**config.mk**
```make
export PLATFORM = sky130hd
export DESIGN_NAME = reorder_buffer
export DESIGN_NICKNAME = d
export VERILOG_FILES = /design/src/rtl/rob_pkg.sv /design/src/rtl/rob_ptrs.sv /design/src/rtl/rob_entries.sv /design/src/rtl/rob_retire.sv /design/src/rtl/reorder_buffer.sv
export SDC_FILE = /design/constraint.sdc
export NUM_CORES = 1
export LEC_CHECK = 0
export BUFFER_PORTS_ARGS = -buffer_cell sky130_fd_sc_hd__buf_2
export CAP_MARGIN = 25
export CORE_MARGIN = 2
export CORE_UTILIZATION = 40
export CTS_CLUSTER_SIZE = 40
export DETAILED_ROUTE_END_ITERATION = 10
export PLACE_DENSITY = 0.53
export SYNTH_ARGS = -nofsm -noshare
export SYNTH_HDL_FRONTEND = slang
export SYNTH_HIERARCHICAL = 1
export SYNTH_SLANG_ARGS = --single-unit
export TNS_END_PERCENT = 10
```
**constraint.sdc**
```tcl
create_clock -name clk -period 11.65 [get_ports clk]
set_clock_uncertainty 0.2 [all_clocks]
set_input_delay 2.33 -clock clk [delete_from_list [all_inputs] [get_ports clk]]
set_output_delay 2.33 -clock clk [all_outputs]
set_load 0.02 [all_outputs]
```
**src/rtl/rob_pkg.sv**
```systemverilog
package rob_pkg;

    parameter int AREG_W  = 5;
    parameter int PREG_W  = 7;
    parameter int PC_W    = 32;
    parameter int CAUSE_W = 5;

    typedef enum logic [1:0] {
        KIND_CLEAN   = 2'd0,
        KIND_MISPRED = 2'd1,
        KIND_ORDER   = 2'd2,
        KIND_EXC     = 2'd3
    } kind_e;

    // Register mapping captured at allocation
    typedef struct packed {
        logic [AREG_W-1:0] areg;
        logic [PREG_W-1:0] old_preg;
        logic [PREG_W-1:0] new_preg;
    } map_t;

    // Outcome written by execution
    typedef struct packed {
        logic               done;
        kind_e              kind;
        logic [PC_W-1:0]    pc;
        logic [CAUSE_W-1:0] cause;
    } status_t;

    // Head entries of this kind update architectural state
    function automatic logic kind_retires(kind_e k);
        return (k == KIND_CLEAN) || (k == KIND_MISPRED);
    endfunction

    // Head entries of this kind redirect fetch
    function automatic logic kind_redirects(kind_e k);
        return k != KIND_CLEAN;
    endfunction

endpackage

```
**src/rtl/rob_ptrs.sv**
```systemverilog
module rob_ptrs #(
    parameter int DEPTH = 8,
    localparam int IDX_W = $clog2(DEPTH)
) (
    input  logic             clk,
    input  logic             rst,
    input  logic             push,
    input  logic             pop,
    output logic [IDX_W-1:0] head_idx,
    output logic [IDX_W-1:0] tail_idx,
    output logic [IDX_W:0]   count,
    output logic             full,
    output logic             empty
);
    // Extra top bit distinguishes a full window from an empty one
    logic [IDX_W:0] head_q;
    logic [IDX_W:0] tail_q;

    always_ff @(posedge clk) begin
        if (rst) begin
            head_q <= '0;
            tail_q <= '0;
        end else begin
            if (push) tail_q <= tail_q + (IDX_W+1)'(1);
            if (pop)  head_q <= head_q + (IDX_W+1)'(1);
        end
    end

    assign head_idx = head_q[IDX_W-1:0];
    assign tail_idx = tail_q[IDX_W-1:0];
    assign count    = tail_q - head_q;
    assign empty    = (head_q == tail_q);
    assign full     = (head_q[IDX_W-1:0] == tail_q[IDX_W-1:0]) &&
                      (head_q[IDX_W] != tail_q[IDX_W]);

endmodule

```
**src/rtl/rob_entries.sv**
```systemverilog
module rob_entries
    import rob_pkg::*;
#(
    parameter int DEPTH = 8,
    localparam int IDX_W = $clog2(DEPTH)
) (
    input  logic               clk,
    input  logic               rst,
    input  logic               alloc_en,
    input  logic [IDX_W-1:0]   alloc_idx,
    input  map_t               alloc_map,
    input  logic               cpl_en,
    input  logic [IDX_W-1:0]   cpl_idx,
    input  kind_e              cpl_kind,
    input  logic [PC_W-1:0]    cpl_pc,
    input  logic [CAUSE_W-1:0] cpl_cause,
    input  logic [IDX_W-1:0]   head_idx,
    output map_t               head_map,
    output status_t            head_stat
);
    map_t    map_q  [DEPTH];
    status_t stat_q [DEPTH];

    // Mapping is written once per allocation
    always_ff @(posedge clk) begin
        for (int i = 0; i < DEPTH; i++) begin
            if (alloc_en && alloc_idx == IDX_W'(i))
                map_q[i] <= alloc_map;
        end
    end

    // A fresh allocation clears the outcome; completion fills it in
    always_ff @(posedge clk) begin
        for (int i = 0; i < DEPTH; i++) begin
            if (rst) begin
                stat_q[i] <= '0;
            end else if (alloc_en && alloc_idx == IDX_W'(i)) begin
                stat_q[i] <= '0;
            end else if (cpl_en && cpl_idx == IDX_W'(i)) begin
                stat_q[i].done  <= 1'b1;
                stat_q[i].kind  <= cpl_kind;
                stat_q[i].pc    <= cpl_pc;
                stat_q[i].cause <= cpl_cause;
            end
        end
    end

    assign head_map  = map_q[head_idx];
    assign head_stat = stat_q[head_idx];

endmodule

```
**src/rtl/rob_retire.sv**
```systemverilog
module rob_retire
    import rob_pkg::*;
#(
    parameter int DEPTH = 8,
    parameter logic [PC_W-1:0] HANDLER_PC = 32'h0000_8000,
    localparam int IDX_W = $clog2(DEPTH)
) (
    input  logic               clk,
    input  logic               rst,
    input  logic               empty,
    input  logic [IDX_W:0]     count,
    input  status_t            head_stat,
    output logic               commit,
    output logic               flush,
    output logic [PC_W-1:0]    flush_pc,
    output logic               flush_exc,
    output logic [CAUSE_W-1:0] flush_cause,
    output logic               squash,
    output logic               pop,
    output logic               running
);
    typedef enum logic {ST_RUN, ST_DRAIN} state_e;

    state_e state_q, state_d;
    logic   head_ready;
    logic   last_entry;

    assign running    = (state_q == ST_RUN);
    assign head_ready = running && !empty && head_stat.done;
    assign last_entry = (count == (IDX_W+1)'(1));

    assign commit = head_ready && kind_retires(head_stat.kind);
    assign flush  = head_ready && kind_redirects(head_stat.kind);
    assign squash = (state_q == ST_DRAIN) && !empty;
    assign pop    = commit || squash;

    assign flush_exc   = (head_stat.kind == KIND_EXC);
    assign flush_pc    = flush_exc ? HANDLER_PC : head_stat.pc;
    assign flush_cause = head_stat.cause;

    always_comb begin
        state_d = state_q;
        case (state_q)
            ST_RUN: begin
                // Drain unless the retiring branch was the only entry
                if (flush && !(commit && last_entry))
                    state_d = ST_DRAIN;
            end
            ST_DRAIN: begin
                if (empty || last_entry)
                    state_d = ST_RUN;
            end
            default: state_d = ST_RUN;
        endcase
    end

    always_ff @(posedge clk) begin
        if (rst) state_q <= ST_RUN;
        else     state_q <= state_d;
    end

endmodule

```
**src/rtl/reorder_buffer.sv**
```systemverilog
module reorder_buffer
    import rob_pkg::*;
#(
    parameter int DEPTH = 8,
    parameter logic [PC_W-1:0] HANDLER_PC = 32'h0000_8000,
    localparam int IDX_W = $clog2(DEPTH)
) (
    input  logic               clk,
    input  logic               rst,
    input  logic               alloc_valid,
    input  logic [AREG_W-1:0]  alloc_areg,
    input  logic [PREG_W-1:0]  alloc_old_preg,
    input  logic [PREG_W-1:0]  alloc_new_preg,
    output logic               alloc_stall,
    output logic [IDX_W-1:0]   alloc_tag,
    input  logic               cpl_valid,
    input  logic [IDX_W-1:0]   cpl_tag,
    input  logic [1:0]         cpl_kind,
    input  logic [PC_W-1:0]    cpl_pc,
    input  logic [CAUSE_W-1:0] cpl_cause,
    output logic               commit_valid,
    output logic [AREG_W-1:0]  commit_areg,
    output logic [PREG_W-1:0]  commit_new_preg,
    output logic [PREG_W-1:0]  commit_free_preg,
    output logic               flush_valid,
    output logic [PC_W-1:0]    flush_pc,
    output logic               flush_exception,
    output logic [CAUSE_W-1:0] flush_cause,
    output logic               squash_valid,
    output logic [PREG_W-1:0]  squash_preg
);
    logic             push, pop, full, empty, running;
    logic [IDX_W-1:0] head_idx, tail_idx;
    logic [IDX_W:0]   count;
    map_t             new_map, head_map;
    status_t          head_stat;

    assign alloc_stall = full || !running || flush_valid;
    assign push        = alloc_valid && !alloc_stall;
    assign alloc_tag   = tail_idx;

    assign new_map.areg     = alloc_areg;
    assign new_map.old_preg = alloc_old_preg;
    assign new_map.new_preg = alloc_new_preg;

    rob_ptrs #(.DEPTH(DEPTH)) u_ptrs (
        .clk      (clk),
        .rst      (rst),
        .push     (push),
        .pop      (pop),
        .head_idx (head_idx),
        .tail_idx (tail_idx),
        .count    (count),
        .full     (full),
        .empty    (empty)
    );

    rob_entries #(.DEPTH(DEPTH)) u_entries (
        .clk       (clk),
        .rst       (rst),
        .alloc_en  (push),
        .alloc_idx (tail_idx),
        .alloc_map (new_map),
        .cpl_en    (cpl_valid),
        .cpl_idx   (cpl_tag),
        .cpl_kind  (kind_e'(cpl_kind)),
        .cpl_pc    (cpl_pc),
        .cpl_cause (cpl_cause),
        .head_idx  (head_idx),
        .head_map  (head_map),
        .head_stat (head_stat)
    );

    rob_retire #(.DEPTH(DEPTH), .HANDLER_PC(HANDLER_PC)) u_retire (
        .clk         (clk),
        .rst         (rst),
        .empty       (empty),
        .count       (count),
        .head_stat   (head_stat),
        .commit      (commit_valid),
        .flush       (flush_valid),
        .flush_pc    (flush_pc),
        .flush_exc   (flush_exception),
        .flush_cause (flush_cause),
        .squash      (squash_valid),
        .pop         (pop),
        .running     (running)
    );

    assign commit_areg      = head_map.areg;
    assign commit_new_preg  = head_map.new_preg;
    assign commit_free_preg = head_map.old_preg;
    assign squash_preg      = head_map.new_preg;

endmodule

```
==> results of run 1 <==
[power groups by stage]
stage | clock [mW] | sequential [mW] | combinational [mW]
4_1_cts | 1.61 | 2.11 | 0.947
2_1_floorplan | 0 | 2.10 | 0.704
5_1_grt | 1.67 | 2.12 | 0.992
3_3_place_gp | 0 | 2.14 | 0.937
6_report | 1.57 | 2.10 | 0.924
3_5_place_dp | 0 | 2.14 | 0.943
[placed cells by master, fill, tap and decap left out, types with 3 or more instances in the layout]
cell	netlist	final
mux4_2	118	118
inv_1	9	9
edfxtp_1	472	472
ha_1	5	5
or3_2	0	5
nor4bb_4	0	3
buf_4	21	30
nor4b_2	97	96
nor4b_1	217	217
dfxtp_1	9	6
clkinvlp_4	0	3
clkbuf_1	93	10
dfxtp_4	0	3
buf_2	36	135
and4b_1	6	3
xnor2_1	5	5
and2_1	31	31
clkbuf_16	0	53
nor3_1	8	8
nor2_1	15	15
mux2_2	59	59
clkinv_2	0	9
nand2_1	6	5
bufinv_16	0	3
clkinv_1	0	15
xor2_1	3	3
and4b_4	0	3
[kinds of logic (layout without fill, tap and decap cells)]
kind of cell | after synthesis | in the layout | share of synthesized area [%]
flip-flops | 481 | 481 | 63.1
AO/OA/AOI/OAI | 8 | 8 | 0.242
multiplexers | 179 | 179 | 14.7
other | 0 | 2 | 0
buffers and inverters | 178 | 270 | 3.94
AND/OR/NAND/NOR | 406 | 406 | 17.3
XOR/XNOR | 9 | 9 | 0.380
adder cells (fa/ha/maj) | 6 | 6 | 0.363
[final timing paths]
| kind | from | to |
|---|---|---|
| worst min register to register | u_ptrs/tail_q[3] | u_ptrs/tail_q[3] |
| worst max register to register | u_ptrs/head_q[0] | u_entries/stat_q[1][27] |
| worst min-delay path | u_ptrs/tail_q[3] | u_ptrs/tail_q[3] |
| worst max-delay path | u_ptrs/head_q[2] | flush_pc[17] |
[cell usage after synthesis (2+ instances only)]
library cell / instances
or3_1: 5
nor4b_1: 217
mux2_2: 59
nor4bb_1: 5
a21oi_1: 2
ha_1: 5
nor2_1: 15
dfxtp_1: 9
nand2_1: 6
buf_6: 14
buf_2: 36
nand4_1: 2
mux4_2: 118
and2_1: 31
xor2_1: 3
buf_1: 5
a311o_1: 2
mux2i_1: 2
nor3_1: 8
clkbuf_1: 93
xnor2_1: 5
or3b_1: 2
and4b_1: 6
nand2b_1: 5
nor4b_2: 97
inv_1: 9
buf_4: 21
edfxtp_1: 472
[registers in the layout, summed over array words and instances, names as in the netlist]
register / flops
u_entries/map_q: 152
u_retire/state_q: 1
u_ptrs/tail_q: 4
u_ptrs/head_q: 4
u_entries/stat_q: 320
[metrics by stage]
step	cells	total power, mW	utilization, %	hold WS [ns]
floorplan	1267	2.80	-	0.327
global placement	2019	3.08	42.4	0.352
detailed placement	2020	3.08	42.4	0.367
CTS	2115	4.66	45.3	0.378
global route	2115	4.78	45.3	0.416
finish	2117	4.60	45.3	0.376
[worst max-delay path, stage by stage (launching register included)]
cell	delay, ns
dfxtp_4	1.03
buf_4	0.83
mux4_2	0.41
mux2_2	0.33
nand2_1	0.54
buf_4	0.41
and2_1	0.18
buf_2	0.16
[area by class of cell]
| class | instances | area share [%] |
|---|---|---|
| multi-input cells | 608 | 29.8 |
| flip-flops and latches | 481 | 56.4 |
| repair buffers | 166 | 3.64 |
| clock buffers | 63 | 5.35 |
| clock inverters | 32 | 0.909 |
| well taps | 756 | 3.71 |
| diodes | 2 | 0.0196 |
| inverters | 9 | 0.133 |
[metal layers]
layer  track usage [%]  part of all wire, %  vias to the layer above
met5                 0                    0                        -
met4              6.12                  2.4                        0
met3              2.54                  4.1                       80
met2              34.6                   52                      339
met1              24.9                   41                     6646
li1                  -                    -                     5385
==> results.json, run 1 <==
{
  "status": "complete, no violations",
  "synth_top_area_share_pct": 62.3,
  "start_util_pct": 40.4,
  "grt_max_degree": 97,
  "grt_first_pass_wirelength_um": 86400,
  "rows": 87,
  "cts_buffer_depth": 3,
  "syn_avg_cell_area_sq_um": 18.0,
  "tns_ns": 0,
  "grt_setup_unrepaired": "false",
  "grt-ovfl-total": 0,
  "drc": 0,
  "core_sq_mm": 0.0563,
  "routabilityCongestion": 0.727,
  "die-width_um": 242,
  "clock_insertion_delay_worst_skew_ns": 0.59,
  "power.switching_mw": 1.27,
  "fillers": 4917,
  "seqCellArea_sq_mm": 0.0144,
  "antenna_found_initial": 2,
  "power_density_mw_per_mm2": 180,
  "pwr-share-seq_pct": 45.8,
  "ys_seq_area_share_pct": 63.1,
  "yosys_warnings": 6,
  "grt_usage_pct": 19.5,
  "die_area_sq_mm": 0.0588,
  "yosys.area.top_type": "edfxtp_1",
  "clkPwrFrac_pct": 34.1,
  "p_comb_share_pct": 20.1,
  "routedWlPerCell_um": 27.1,
  "numCtsBuffers": 52,
  "synthCells": 1267,
  "max_freq_ghz": 0.142,
  "clk_pin_slew_worst_paths_ns": 0.05,
  "ys_top_cells_by_area": "edfxtp_1, mux4_2, nor4b_1",
  "pre_cts_slack_ns": 4.96,
  "synthFlopType": "edfxtp_1",
  "num-nets-final": 1389,
  "worstSetupPathType": "flip-flop to output pin",
  "vias": 12500,
  "p_leak_nw": 7.86,
  "syn-num-nets": 1338,
  "critPathLaunchType": "flip-flop",
  "syn_to_final_growth_pct": 12.0,
  "htree_levels": 2,
  "ant_nets": 0,
  "critical_path_required_ns": 9.12,
  "min_period_ns": 7.06,
  "period_share_pct": 60.6,
  "cts_setup_buffers": 0,
  "port_buffers": 135,
  "maxSlewViolCount": 0,
  "tightest_slew_ns": 1.08,
  "yosysUniqueCellTypes": 41,
  "p_int_mw": 3.33,
  "cts_hold_buf": 0,
  "cts_tree": "done",
  "place_area_sq_mm": 0.0239,
  "endpoint_kind": "output pin",
  "async_flop_share_pct": 0,
  "dp_hpwl_um": 30200,
  "final_area_sq_mm": 0.0255,
  "netlist_area_sq_mm": 0.0227,
  "final_hold_viol_count": 0,
  "clock-root-buffer": "clkbuf_16",
  "synth_edf_count": 472,
  "drt-initial-drc-count": 997,
  "crit_arrival_ns": 4.53,
  "slew_headroom_pct": 28.2,
  "drive_gt1_share_pct": 39.4,
  "cts_sinks": 481,
  "detail_route.first_pass.iterations": 5,
  "r2r_cells": 11,
  "ys_seq_elements": 481,
  "setup_viol": 0,
  "worst_slack_ns": 4.59,
  "ctsResizeCount": 0,
  "cp_max_fo": 66,
  "multi_input_area_sq_mm": 0.00760,
  "holdPathStages": 2,
  "totalWireLength_um": 57500,
  "vdd_drop_max_mv": 0.123,
  "io_pins": 136,
  "switching_share_pct": 27.6,
  "grt_pass1_vias": 13400,
  "r2r_slack_ns": 5.09,
  "vias_per_cell": 5.88,
  "hold_path_class": "flip-flop to flip-flop",
  "die_y_um": 242,
  "max_cap_violations": 0
}
Note: power is estimated with default switching activity, not from simulation.
==> inputs of run 2 (changes only) <==
- clock period: 11.65 -> 6.9 ns (I/O delays scaled with it)
==> run 2 against run 1 <==
  * Total power grew 70%
  * Clock-buffer cell count is 2 lower
  * Critical path depth decreased by 1
  * Critical endpoint is now flush_pc[16]
  * Global-route usage up 1.0 points
  * Final cell count did not move
  * Sequential power rose by 69%
  * Largest power group unchanged
==> results.json, run 2 (synthesis results as in run 1) <==
{
  "status": "complete, no violations",
  "die_area_sq_mm": 0.0588,
  "drc": 0,
  "power_density_mw_per_mm2": 306,
  "grt_max_degree": 161,
  "largestRegisters": "u_entries/stat_q: 320 flops, u_entries/map_q: 152 flops",
  "dp_hpwl_um": 30700,
  "detail_route.first_pass.iterations": 6,
  "total_power_mw": 7.82,
  "slew_headroom_pct": 15.0,
  "cts_tree": "done",
  "timing.rr.end": "u_entries/stat_q[4][22]",
  "largest_register_ffs": 320,
  "p_leak_nw": 7.92,
  "vias": 12500,
  "maxSlewViolCount": 0,
  "vias_per_cell": 5.89,
  "start_util_pct": 40.4,
  "routabilityCongestion": 0.755,
  "final_area_sq_mm": 0.0256,
  "tns_ns": 0,
  "rows": 87,
  "core_sq_mm": 0.0563,
  "drive_gt1_share_pct": 39.5,
  "max_cap_violations": 0,
  "seqCellArea_sq_mm": 0.0144,
  "die_y_um": 242,
  "clk_pin_slew_worst_paths_ns": 0.06,
  "cts_buffer_depth": 3,
  "final_common_cell": "edfxtp_1",
  "cp_max_fo": 25,
  "grt_setup_unrepaired": "false",
  "antenna_found_initial": 4,
  "io_pins": 136,
  "grt_first_pass_wirelength_um": 90600,
  "totalWireLength_um": 60200,
  "place_area_sq_mm": 0.0239,
  "ant_nets": 0,
  "crit_arrival_ns": 3.61,
  "clock-root-buffer": "clkbuf_16",
  "htree_levels": 2,
  "grt-ovfl-total": 0,
  "numCtsBuffers": 52,
  "num-nets-final": 1393,
  "setup_viol": 0,
  "r2r-start": "u_ptrs/head_q[2]",
  "final_cell_mix": "edfxtp_1, nor4b_1, buf_2",
  "vdd_drop_max_mv": 0.201,
  "max_freq_ghz": 0.193,
  "worstSetupPathType": "flip-flop to output pin",
  "multi_input_area_sq_mm": 0.00760,
  "period_share_pct": 75.3,
  "grt_pass1_vias": 13300,
  "hold_path_class": "flip-flop to flip-flop",
  "drt-initial-drc-count": 945,
  "critPathLaunch": "u_ptrs/head_q[0]",
  "fillers": 4916,
  "clock_insertion_delay_worst_skew_ns": 0.59,
  "tightest_slew_ns": 1.28,
  "r2r_cells": 12,
  "min_period_ns": 5.19,
  "die-width_um": 242,
  "largest_register": "u_entries/stat_q",
  "critPathCapture": "flush_pc[16]",
  "grt_usage_pct": 20.6,
  "port_buffers": 135,
  "final_hold_viol_count": 0,
  "critPathLaunchType": "flip-flop",
  "cts_sinks": 481,
  "fin_util_pct": 45.4,
  "cts_hold_buf": 0,
  "cts_setup_buffers": 0,
  "endpoint_kind": "output pin",
  "syn_to_final_growth_pct": 12.4,
  "routedWlPerCell_um": 28.4,
  "critical_path_required_ns": 5.32,
  "r2r_slack_ns": 2.24,
  "ctsResizeCount": 0
}
[run 2: cell count changes in the layout (fill, tap and decap cells not counted)]
cell,change
clkinv_4,+1
clkinvlp_4,-3
buf_12,+5
bufinv_16,+1
buf_4,-1
clkinv_2,-1
clkbuf_1,-2
[run 2: critical path, cell delays in order, from the launching register on]
cell	delay, ns
dfxtp_4	0.69
mux4_2	0.56
mux2_2	0.34
nand2_1	0.66
buf_4	0.39
and2_1	0.18
buf_2	0.16
[run 2: cell type report]
cell class	instances	area share, %
sequential	481	56.2
multi-input combinational	608	29.7
clock buffer	61	5.30
timing repair buffer	170	3.99
tap	756	3.70
clock inverter	30	0.949
inverter	9	0.132
antenna	2	0.0196
[run 2: how the worst min path moves through the flow]
stage               cells after the start             start  slack [ns]                to
floorplan                               2  u_ptrs/tail_q[2]        0.33  u_ptrs/tail_q[2]
global placement                        2  u_ptrs/head_q[3]        0.36  u_ptrs/head_q[3]
detailed placement                      2  u_ptrs/tail_q[3]        0.37  u_ptrs/tail_q[3]
CTS                                     2  u_ptrs/tail_q[3]        0.38  u_ptrs/tail_q[3]
global route                            2  u_ptrs/tail_q[3]        0.40  u_ptrs/tail_q[3]
finish                                  2  u_ptrs/tail_q[3]        0.38  u_ptrs/tail_q[3]
[run 2: report_power, final]
part / switching, mW / leakage, nW / internal [mW] / total, mW
Clock: 1.13 / 0.787 / 1.54 / 2.67
Sequential: 0.101 / 4.72 / 3.45 / 3.55
Combinational: 0.917 / 2.41 / 0.675 / 1.59
Total: 2.15 / 7.92 / 5.66 / 7.82
[run 2: metal layers]
layer / vias up / routed length [um] / track usage (%)
met4: 6 / 1150 / 5.21
met1: 6699 / 25600 / 26.9
li1: 5396 / - / -
met2: 299 / 30900 / 36.0
met5: - / 42 / 0
met3: 73 / 2510 / 2.88
[run 2: stage by stage]
stage | worst slack, ns | hold WS [ns] | instances
global placement | 2.29 | 0.356 | 2020
floorplan | 1.67 | 0.327 | 1267
detailed placement | 2.25 | 0.368 | 2023
global route | 1.51 | 0.403 | 2115
CTS | 1.65 | 0.383 | 2114
finish | 1.71 | 0.379 | 2117
